$ cat src/rtl/cursor_ovl_pkg.sv
package cursor_ovl_pkg;
  // bits per cursor pixel and number of non-transparent codes
  localparam int BPP     = 2;
  localparam int NCOLOUR = (1 << BPP) - 1;
  localparam int BYTE_W  = 8;

  typedef logic [BPP-1:0] ccode_t;
endpackage

$ cat src/rtl/cursor_image_fetch.sv
module cursor_image_fetch
  import cursor_ovl_pkg::*;
#(
  parameter int ADDR_W  = 20,
  parameter int CUR_PIX = 32,
  localparam int IMG_W  = CUR_PIX * BPP,
  localparam int NBYTES = IMG_W / BYTE_W,
  localparam int CNT_W  = $clog2(NBYTES + 1)
) (
  input  logic              clk,
  input  logic              rst_n,
  input  logic              frame_start,
  input  logic              line_start,
  input  logic              win_active,
  input  logic [ADDR_W-1:0] base,
  output logic [ADDR_W-1:0] fetch_addr,
  input  logic              byte_valid,
  output logic              byte_ready,
  input  logic [BYTE_W-1:0] byte_data,
  output logic [IMG_W-1:0]  image
);
  localparam logic [ADDR_W-1:0] STEP = ADDR_W'(NBYTES);

  logic [ADDR_W-1:0] next_addr;
  logic [ADDR_W-1:0] fetch_q;
  logic [CNT_W-1:0]  cnt;
  logic              loading;
  logic              take;
  logic [ADDR_W-1:0] line_base;

  assign line_base  = frame_start ? base : next_addr;
  assign take       = loading && byte_valid;
  assign byte_ready = loading;
  assign fetch_addr = fetch_q;

  always_ff @(posedge clk or negedge rst_n) begin
    if (!rst_n) begin
      next_addr <= '0;
      fetch_q   <= '0;
      cnt       <= '0;
      loading   <= 1'b0;
    end else if (line_start && win_active) begin
      fetch_q   <= line_base;
      next_addr <= line_base + STEP;
      cnt       <= '0;
      loading   <= 1'b1;
    end else begin
      if (frame_start) next_addr <= base;
      if (take) begin
        cnt <= cnt + CNT_W'(1);
        if (cnt == CNT_W'(NBYTES - 1)) loading <= 1'b0;
      end
    end
  end

  // one holding register per image byte, written in arrival order
  for (genvar k = 0; k < NBYTES; k++) begin : g_byte
    logic [BYTE_W-1:0] byte_q;
    always_ff @(posedge clk or negedge rst_n) begin
      if (!rst_n)                            byte_q <= '0;
      else if (take && cnt == CNT_W'(k))     byte_q <= byte_data;
    end
    assign image[k*BYTE_W +: BYTE_W] = byte_q;
  end
endmodule

$ cat src/rtl/cursor_index_track.sv
module cursor_index_track #(
  parameter int HPOS_W  = 10,
  parameter int CUR_PIX = 32,
  parameter int DELAY   = 5,
  parameter int STEP    = 2,
  parameter int IDX_W   = 8
) (
  input  logic                    clk,
  input  logic                    rst_n,
  input  logic                    line_start,
  input  logic                    tick,
  input  logic                    win_active,
  input  logic [HPOS_W-1:0]       hpos,
  input  logic [HPOS_W:0]         hstart,
  output logic signed [IDX_W-1:0] idx_now
);
  localparam logic signed [IDX_W-1:0] INACTIVE = IDX_W'(CUR_PIX);
  localparam logic signed [IDX_W-1:0] ADV      = IDX_W'(STEP);
  localparam logic signed [IDX_W-1:0] DLY      = IDX_W'(DELAY);

  logic signed [IDX_W-1:0] idx_q;
  logic signed [IDX_W-1:0] half_off;
  logic signed [IDX_W-1:0] idx_trig;
  logic signed [IDX_W-1:0] idx_adv;
  logic                    trig;

  // pair position 2*hpos covers hstart when hstart - 2*hpos is 0 or 1,
  // i.e. when the upper bits of hstart equal hpos
  assign trig     = win_active && (hstart[HPOS_W:1] == hpos);
  assign half_off = $signed({{(IDX_W-1){1'b0}}, hstart[0]});
  assign idx_trig = half_off - DLY;
  assign idx_adv  = (idx_q >= INACTIVE) ? INACTIVE : idx_q + ADV;
  assign idx_now  = trig ? idx_trig : idx_adv;

  always_ff @(posedge clk or negedge rst_n) begin
    if (!rst_n)          idx_q <= INACTIVE;
    else if (line_start) idx_q <= INACTIVE;
    else if (tick)       idx_q <= idx_now;
  end
endmodule

$ cat src/rtl/cursor_lane_mux.sv
module cursor_lane_mux
  import cursor_ovl_pkg::*;
#(
  parameter int PIX_W   = 12,
  parameter int CUR_PIX = 32,
  parameter int IDX_W   = 8,
  localparam int IMG_W  = CUR_PIX * BPP,
  localparam int PW     = $clog2(CUR_PIX)
) (
  input  logic [IMG_W-1:0]               image,
  input  logic signed [IDX_W-1:0]        idx,
  input  logic                           region,
  input  logic [PIX_W-1:0]               pix_in,
  input  logic [NCOLOUR-1:0][PIX_W-1:0]  colours,
  output logic [PIX_W-1:0]               pix_out
);
  logic          in_rng;
  logic [PW-1:0] idx_u;
  ccode_t        code;
  ccode_t        slot;

  assign in_rng  = (idx >= 0) && (idx < CUR_PIX);
  assign idx_u   = idx[PW-1:0];
  assign code    = in_rng ? image[idx_u*BPP +: BPP] : '0;
  assign slot    = code - ccode_t'(1);
  assign pix_out = (region && code != '0) ? colours[slot] : pix_in;
endmodule

$ cat src/rtl/cursor_overlay.sv
module cursor_overlay
  import cursor_ovl_pkg::*;
#(
  parameter int PIX_W   = 12,
  parameter int ADDR_W  = 20,
  parameter int HPOS_W  = 10,
  parameter int CUR_PIX = 32,
  parameter int DELAY   = 5
) (
  input  logic              clk,
  input  logic              rst_n,
  input  logic              frame_start,
  input  logic              line_start,
  input  logic              win_active,
  input  logic [ADDR_W-1:0] cur_base,
  output logic [ADDR_W-1:0] fetch_addr,
  input  logic              img_valid,
  output logic              img_ready,
  input  logic [7:0]        img_data,
  input  logic [HPOS_W-1:0] hpos,
  input  logic [HPOS_W:0]   hstart,
  input  logic [PIX_W-1:0]  col1,
  input  logic [PIX_W-1:0]  col2,
  input  logic [PIX_W-1:0]  col3,
  input  logic              pix_valid,
  input  logic              pix_in_region,
  input  logic [PIX_W-1:0]  pix_in0,
  input  logic [PIX_W-1:0]  pix_in1,
  output logic              out_valid,
  output logic [PIX_W-1:0]  out_pix0,
  output logic [PIX_W-1:0]  out_pix1
);
  localparam int LANES = 2;
  localparam int IMG_W = CUR_PIX * BPP;
  localparam int IDX_W = $clog2(CUR_PIX + LANES) + 2;

  logic [IMG_W-1:0]              image;
  logic signed [IDX_W-1:0]       idx_now;
  logic [NCOLOUR-1:0][PIX_W-1:0] colours;
  logic [PIX_W-1:0]              lane_in  [LANES];
  logic [PIX_W-1:0]              lane_out [LANES];
  logic [PIX_W-1:0]              lane_q   [LANES];
  logic                          valid_q;

  assign colours    = {col3, col2, col1};
  assign lane_in[0] = pix_in0;
  assign lane_in[1] = pix_in1;

  cursor_image_fetch #(
    .ADDR_W (ADDR_W),
    .CUR_PIX(CUR_PIX)
  ) u_fetch (
    .clk        (clk),
    .rst_n      (rst_n),
    .frame_start(frame_start),
    .line_start (line_start),
    .win_active (win_active),
    .base       (cur_base),
    .fetch_addr (fetch_addr),
    .byte_valid (img_valid),
    .byte_ready (img_ready),
    .byte_data  (img_data),
    .image      (image)
  );

  cursor_index_track #(
    .HPOS_W (HPOS_W),
    .CUR_PIX(CUR_PIX),
    .DELAY  (DELAY),
    .STEP   (LANES),
    .IDX_W  (IDX_W)
  ) u_track (
    .clk       (clk),
    .rst_n     (rst_n),
    .line_start(line_start),
    .tick      (pix_valid),
    .win_active(win_active),
    .hpos      (hpos),
    .hstart    (hstart),
    .idx_now   (idx_now)
  );

  for (genvar l = 0; l < LANES; l++) begin : g_lane
    logic signed [IDX_W-1:0] lane_idx;
    assign lane_idx = idx_now + $signed(IDX_W'(l));

    cursor_lane_mux #(
      .PIX_W  (PIX_W),
      .CUR_PIX(CUR_PIX),
      .IDX_W  (IDX_W)
    ) u_mux (
      .image  (image),
      .idx    (lane_idx),
      .region (pix_in_region),
      .pix_in (lane_in[l]),
      .colours(colours),
      .pix_out(lane_out[l])
    );

    always_ff @(posedge clk or negedge rst_n) begin
      if (!rst_n)         lane_q[l] <= '0;
      else if (pix_valid) lane_q[l] <= lane_out[l];
    end
  end

  always_ff @(posedge clk or negedge rst_n) begin
    if (!rst_n) valid_q <= 1'b0;
    else        valid_q <= pix_valid;
  end

  assign out_valid = valid_q;
  assign out_pix0  = lane_q[0];
  assign out_pix1  = lane_q[1];
endmodule

$ cat config.mk
export PLATFORM = sky130hd
export DESIGN_NAME = cursor_overlay
export DESIGN_NICKNAME = d
export VERILOG_FILES = /design/src/rtl/cursor_ovl_pkg.sv /design/src/rtl/cursor_image_fetch.sv /design/src/rtl/cursor_index_track.sv /design/src/rtl/cursor_lane_mux.sv /design/src/rtl/cursor_overlay.sv
export SDC_FILE = /design/constraint.sdc
export NUM_CORES = 1
export LEC_CHECK = 0
export BUFFER_PORTS_ARGS = -buffer_cell sky130_fd_sc_hd__buf_2
export CAP_MARGIN = 25
export CORE_MARGIN = 2
export CORE_UTILIZATION = 45
export DETAILED_ROUTE_END_ITERATION = 7
export GPL_TIMING_DRIVEN = 0
export PLACE_DENSITY = 0.7
export SYNTH_ARGS = -nofsm -noshare
export SYNTH_HDL_FRONTEND = slang
export SYNTH_HIERARCHICAL = 1
export SYNTH_SLANG_ARGS = --single-unit
$ cat constraint.sdc
create_clock -name clk -period 5.1 [get_ports clk]
set_clock_uncertainty 0.15 [all_clocks]
set_input_delay 0.255 -clock clk [delete_from_list [all_inputs] [get_ports clk]]
set_output_delay 0.255 -clock clk [all_outputs]
set_load 0.02 [all_outputs]
* Word-level counts from Yosys, hierarchy flattened
Cells that the tools add are included.
** Word-level totals
- Register bits :: 142
- Input bits :: 117
- Logic and storage cells :: 81
** Cells by class
- $add $sub $neg :: 7
- Order comparisons :: 7
- Reduce and logical (&&, ||, !) cells :: 22
- Equality and inequality tests :: 8
- Muxes and demuxes :: 19
- Shift operators :: 2
** Operators with widths (count)
- 64-bit by 7-bit indexed part select with 2-bit output :: 2
- 12-bit binary-select mux with 2-bit select :: 2
- 12-bit two-way mux :: 4
- 20-bit two-way mux :: 2
- 8-bit two-way mux :: 4
- 20-bit by 4-bit adder with 20-bit output, second input constant :: 1
- 4-bit by 3-bit == test with 1-bit output, second input constant :: 4
- 8-bit by 1-bit >= comparator with 1-bit output, second input constant :: 2
- 8-bit by 7-bit < comparator with 1-bit output, second input constant :: 2
- 1-bit logical AND :: 15
- 10-bit == test :: 1
- 2-bit nonzero test :: 5
- 8-bit by 2-bit adder with 8-bit output, second input constant :: 1
- 8-bit by 3-bit adder with 8-bit output, second input constant :: 1
- 4-bit by 2-bit == test with 1-bit output, second input constant :: 2
- 8-bit by 7-bit >= comparator with 1-bit output, second input constant :: 1
- 4-bit two-way mux :: 2
- 2-bit by 3-bit < comparator with 1-bit output, second input constant :: 2
- 4-bit by 1-bit adder with 4-bit output, second input constant :: 1
- 4-bit by 1-bit == test with 1-bit output, second input constant :: 1
- 4-bit zero test :: 1
- 2-bit two-way mux :: 2
- 1-bit by 3-bit subtractor with 4-bit output, second input constant :: 1
- 2-bit by 1-bit subtractor with 2-bit output, second input constant :: 2
- 2 further kinds :: 4

* Logic depth before layout (Yosys ltp)
- Word-level depth :: 11
- Depth in mapped cells :: 22
- Mapped depth without buffers :: 17

* Cells and area by module
Netlist, hierarchy kept.
** By module, submodules not included
- cursor_image_fetch :: cells each 356, seq. area each 2727.6 um2, area an instance 4639.4 um2, instances 1
- cursor_lane_mux :: cells each 120, seq. area each 0.0 um2, area an instance 1032.2 um2, instances 2
- cursor_overlay :: cells each 68, seq. area each 625.6 um2, area an instance 1039.7 um2, instances 1
- cursor_index_track :: cells each 92, seq. area each 201.4 um2, area an instance 695.7 um2, instances 1

* Least setup slack after synthesis
Ideal clock, no wire load.
- Path type :: input-to-reg
- Start :: input hpos[8]
- End :: register lane_q, in the netlist out_pix1[4]
- Data arrival time :: 4.532 ns
- Slack :: 0.293 ns
- Cell stages on the path :: 22
- Path through :: xnor2_1 > nand3_1 > or3_1 > clkbuf_2 > nand3_1 > nand2_1 > ha_1 > xor2_1 > clkbuf_1 > nor2b_1 > a22oi_1 > a311oi_1 > a311oi_2 > buf_2 > inv_1 > ha_1 > clkbuf_1 > clkbuf_1 > mux2_2 > nand2_1 > a31oi_1 > mux2_2
** RTL lines
- start: declaration :: line cursor_overlay.sv:20 : input logic [HPOS_W-1:0] hpos,
- end signal: indexed assignment :: line cursor_overlay.sv:102 : else if (pix_valid) lane_q[l] <= lane_out[l];
- end: declaration :: line cursor_overlay.sv:42 : logic [PIX_W-1:0] lane_q [LANES];

==> impl_metrics.ini <==
[status]
status = completed

[synthesis]
ys_seq_area_frac = 0.4212
synth_area_per_cell_um2 = 11.16
synth.most_common_cell = dfrtp_1
ys_top_cells_by_area = dfrtp_1, mux2_2, mux4_2
yosysWarnings = 6
synth_cell_type_count = 53
synth_top_cell_area_share = 0.4181
synthFlopType = dfrtp_1
yosys.area.top_type = dfrtp_1
synth_fp_nets = 882
ys_ff_latch = 142
synth_edf_count = 0
yosys-top-cells-count = dfrtp_1, mux2_2, nand2_1
synth_area_um2 = 8439
async_flop_share = 1.000
syn_inst = 756

[drt]
routed-via-count = 6778
viasPerCell = 5.696
drcViolationCount = 0
ant_nets = 0
wirelength_mm = 22.36
drtPass1Iterations = 5
wl_per_cell_um = 18.79
drt-initial-drc-count = 378

[sta]
slew_headroom = 0.4493
maxSlewViolCount = 0
worst_pin_slew_ps = 817.4
final_hold_viol_count = 0
rsz0062_at_grt = no
fin_crit_ps = 4920
max_freq_mhz = 203.3
fin_crit_sh = 0.9647
setup_viol = 0

[placed_design]
dpl.hpwl_mm = 16.35
io_buffers = 161
gp_congestion = 0.8973
dp.cells = 1153

[grt]
grt_pass1_vias = 6762
grt_start_max_net_pins = 96
grt_pass1_wl_mm = 35.59
grt.total_usage = 0.2297
grt_overflow = 0
antenna_found_initial = 0

[critical_path]
path_max_fanout = 10
r2r_slack_ps = 180
r2r-start = u_track/idx_q[5]
worstSetupStartpointType = flip-flop
crit_type = flip-flop to flip-flop
required_ps = 5270
worstPathArrival_ps = 5090
crit_path_end_kind = flip-flop
timing.rr.end = out_pix1[6]
reg2regPathDepth = 19

[finish]
regArea_um2 = 3555
drive_above_1_share = 0.4079
fin_util = 0.5514
nets = 1069
fillers = 1608
multi_input_area_um2 = 4629
diodes = 0
finalNonFillerCells = 1190
area_growth_pct = 21.39

[worst_hold_path]
min_path_cells = 3
worstHoldPathType = primary input to flip-flop
min-delay-start = cur_base[19]
holdPathEnd = u_fetch/fetch_addr[19]

[die]
coreArea_um2 = 18580
fp.dieW_um = 140.9
dieArea_um2 = 19870
io-pin-count = 163
num_rows = 50
die_h_um = 140.9
start_util = 0.4542

[clock_network]
clk_pin_slew_ps = 60
cts.sinks = 142
cts_max_level = 4
clk_path_buf_depth = 2
cts_root_buf = clkbuf_16
cts_tree = done
cts_buffers = 17
clock_latency_ps = 440

[pwr]
p_leak_nw = 4.402
power.density_nw_per_um2 = 376.1
peakVddDrop_v = 0.0002632

[run]
cap_violations = 0
==> critical path, cell delays in order, from the launching register on <==
cell and delay (ps):
dfstp_2 590, nor2_1 70, nor2_2 230, or3_1 180, nand2_2 120, ha_1 400, buf_6 200, mux2_4 300
mux4_2 470, o21ai_1 180, a311oi_2 60, buf_4 180, buf_2 190, inv_1 80, ha_1 300, clkbuf_4 300
mux2_2 350, nand2_1 70, a31oi_1 90, mux2_2 290
==> worst max-delay path by stage <==
stage / from / end / slack (ps) / cells past startpoint
after floorplan: hpos[8] / out_pix1[4] / 290 / 22
after global placement: hpos[4] / out_pix1[9] / -1070 / 22
after detailed placement: hpos[4] / out_pix1[10] / -1110 / 22
after CTS: u_track/idx_q[6] / out_pix0[4] / 0.8 / 17
after global routing: hpos[3] / out_pix1[6] / 0.7 / 22
final: u_track/idx_q[5] / out_pix1[6] / 180 / 19
==> layer usage <==
| layer | global-route usage | part of all wire |
|---|---|---|
| met1 | 0.2980 | 0.43 |
| met2 | 0.3761 | 0.48 |
| met3 | 0.05095 | 0.065 |
| met4 | 0.09316 | 0.026 |
| met5 | 0 | 0 |
==> cell type report <==
cell class	instances	share of cell area
plain buffers	40	0.02418
clock buffers	18	0.04287
clock inverters	14	0.01172
inverters	11	0.004030
multi-input cells	560	0.4519
flip-flops and latches	142	0.3470
well taps	234	0.02858
repair buffers	171	0.08977
==> cells by family after synthesis <==
kind of cell	share of synthesized area
and+or+nand+nor	0.1397
muxes	0.2777
DFF	0.4212
AOI/OAI and AO/OA	0.07384
buffers and inverters	0.03380
xor gates and xnor gates	0.04047
adders and majority gates	0.01334
==> power by group <==
part | leakage [nW] | internal [mW] | switching (mW)
clock | 0.269 | 0.652 | 0.534
combinational | 2.38 | 0.569 | 0.443
sequential | 1.75 | 1.43 | 0.222
total | 4.40 | 2.65 | 1.20
==> registers in the layout, indices dropped and copies added (netlist names) <==
signal / flops
u_fetch/g_byte.byte_q: 64
u_fetch/fetch_addr: 20
u_fetch/next_addr: 20
out_pix0: 12
out_pix1: 12
u_track/idx_q: 8
u_fetch/cnt: 4
out_valid: 1
u_fetch/byte_ready: 1
==> timing repair <==
action | CTS | global route
hold buffers | 6 | 0
setup buffers | 2 | 0
endpoints found under the setup margin | 24 | 22
gates resized for setup | 11 | 8
pin swaps | 2 | 0
endpoints found under the hold margin | 52 | 0
==> metrics by stage <==
stage	setup TNS (ps)	setup WS (ps)	instance area [um^2]	hold slack [ps]	power [mW]
after floorplan	0	293.0	8439	-190.6	2.332
after global routing	0	0.6941	10240	19.62	4.054
after global placement	-18940	-1074	9538	309.5	2.610
final	0	180.1	10240	17.03	3.854
after CTS	0	0.7532	10230	0.8518	3.875
after detailed placement	-19000	-1109	9577	79.27	2.664
==> placed cells by master (no fill, tap or decap), types with 3 or more instances in the layout <==
cell	synthesis	layout
nand3b_1	29	29
a311oi_1	3	3
clkbuf_4	0	3
nand2b_1	5	5
a31oi_1	28	28
o21ai_1	2	3
nor2_1	38	37
clkinvlp_4	0	3
nand4_1	15	15
inv_6	0	8
nor3_1	3	3
buf_4	2	5
nor2b_1	8	8
o21ai_0	31	29
xor2_1	16	16
mux2_2	123	123
or3_1	3	3
mux4_2	26	26
a21oi_1	12	12
mux2i_1	32	32
clkbuf_1	20	13
and3_1	4	4
dlygate4sd3_1	0	6
dfrtp_1	141	141
inv_1	11	11
ha_1	9	9
buf_2	11	172
buf_6	8	9
a22oi_1	8	8
clkbuf_16	0	17
xnor2_1	23	23
nand3_1	24	24
nand2_1	87	86
(Power assumes the default switching activity.)
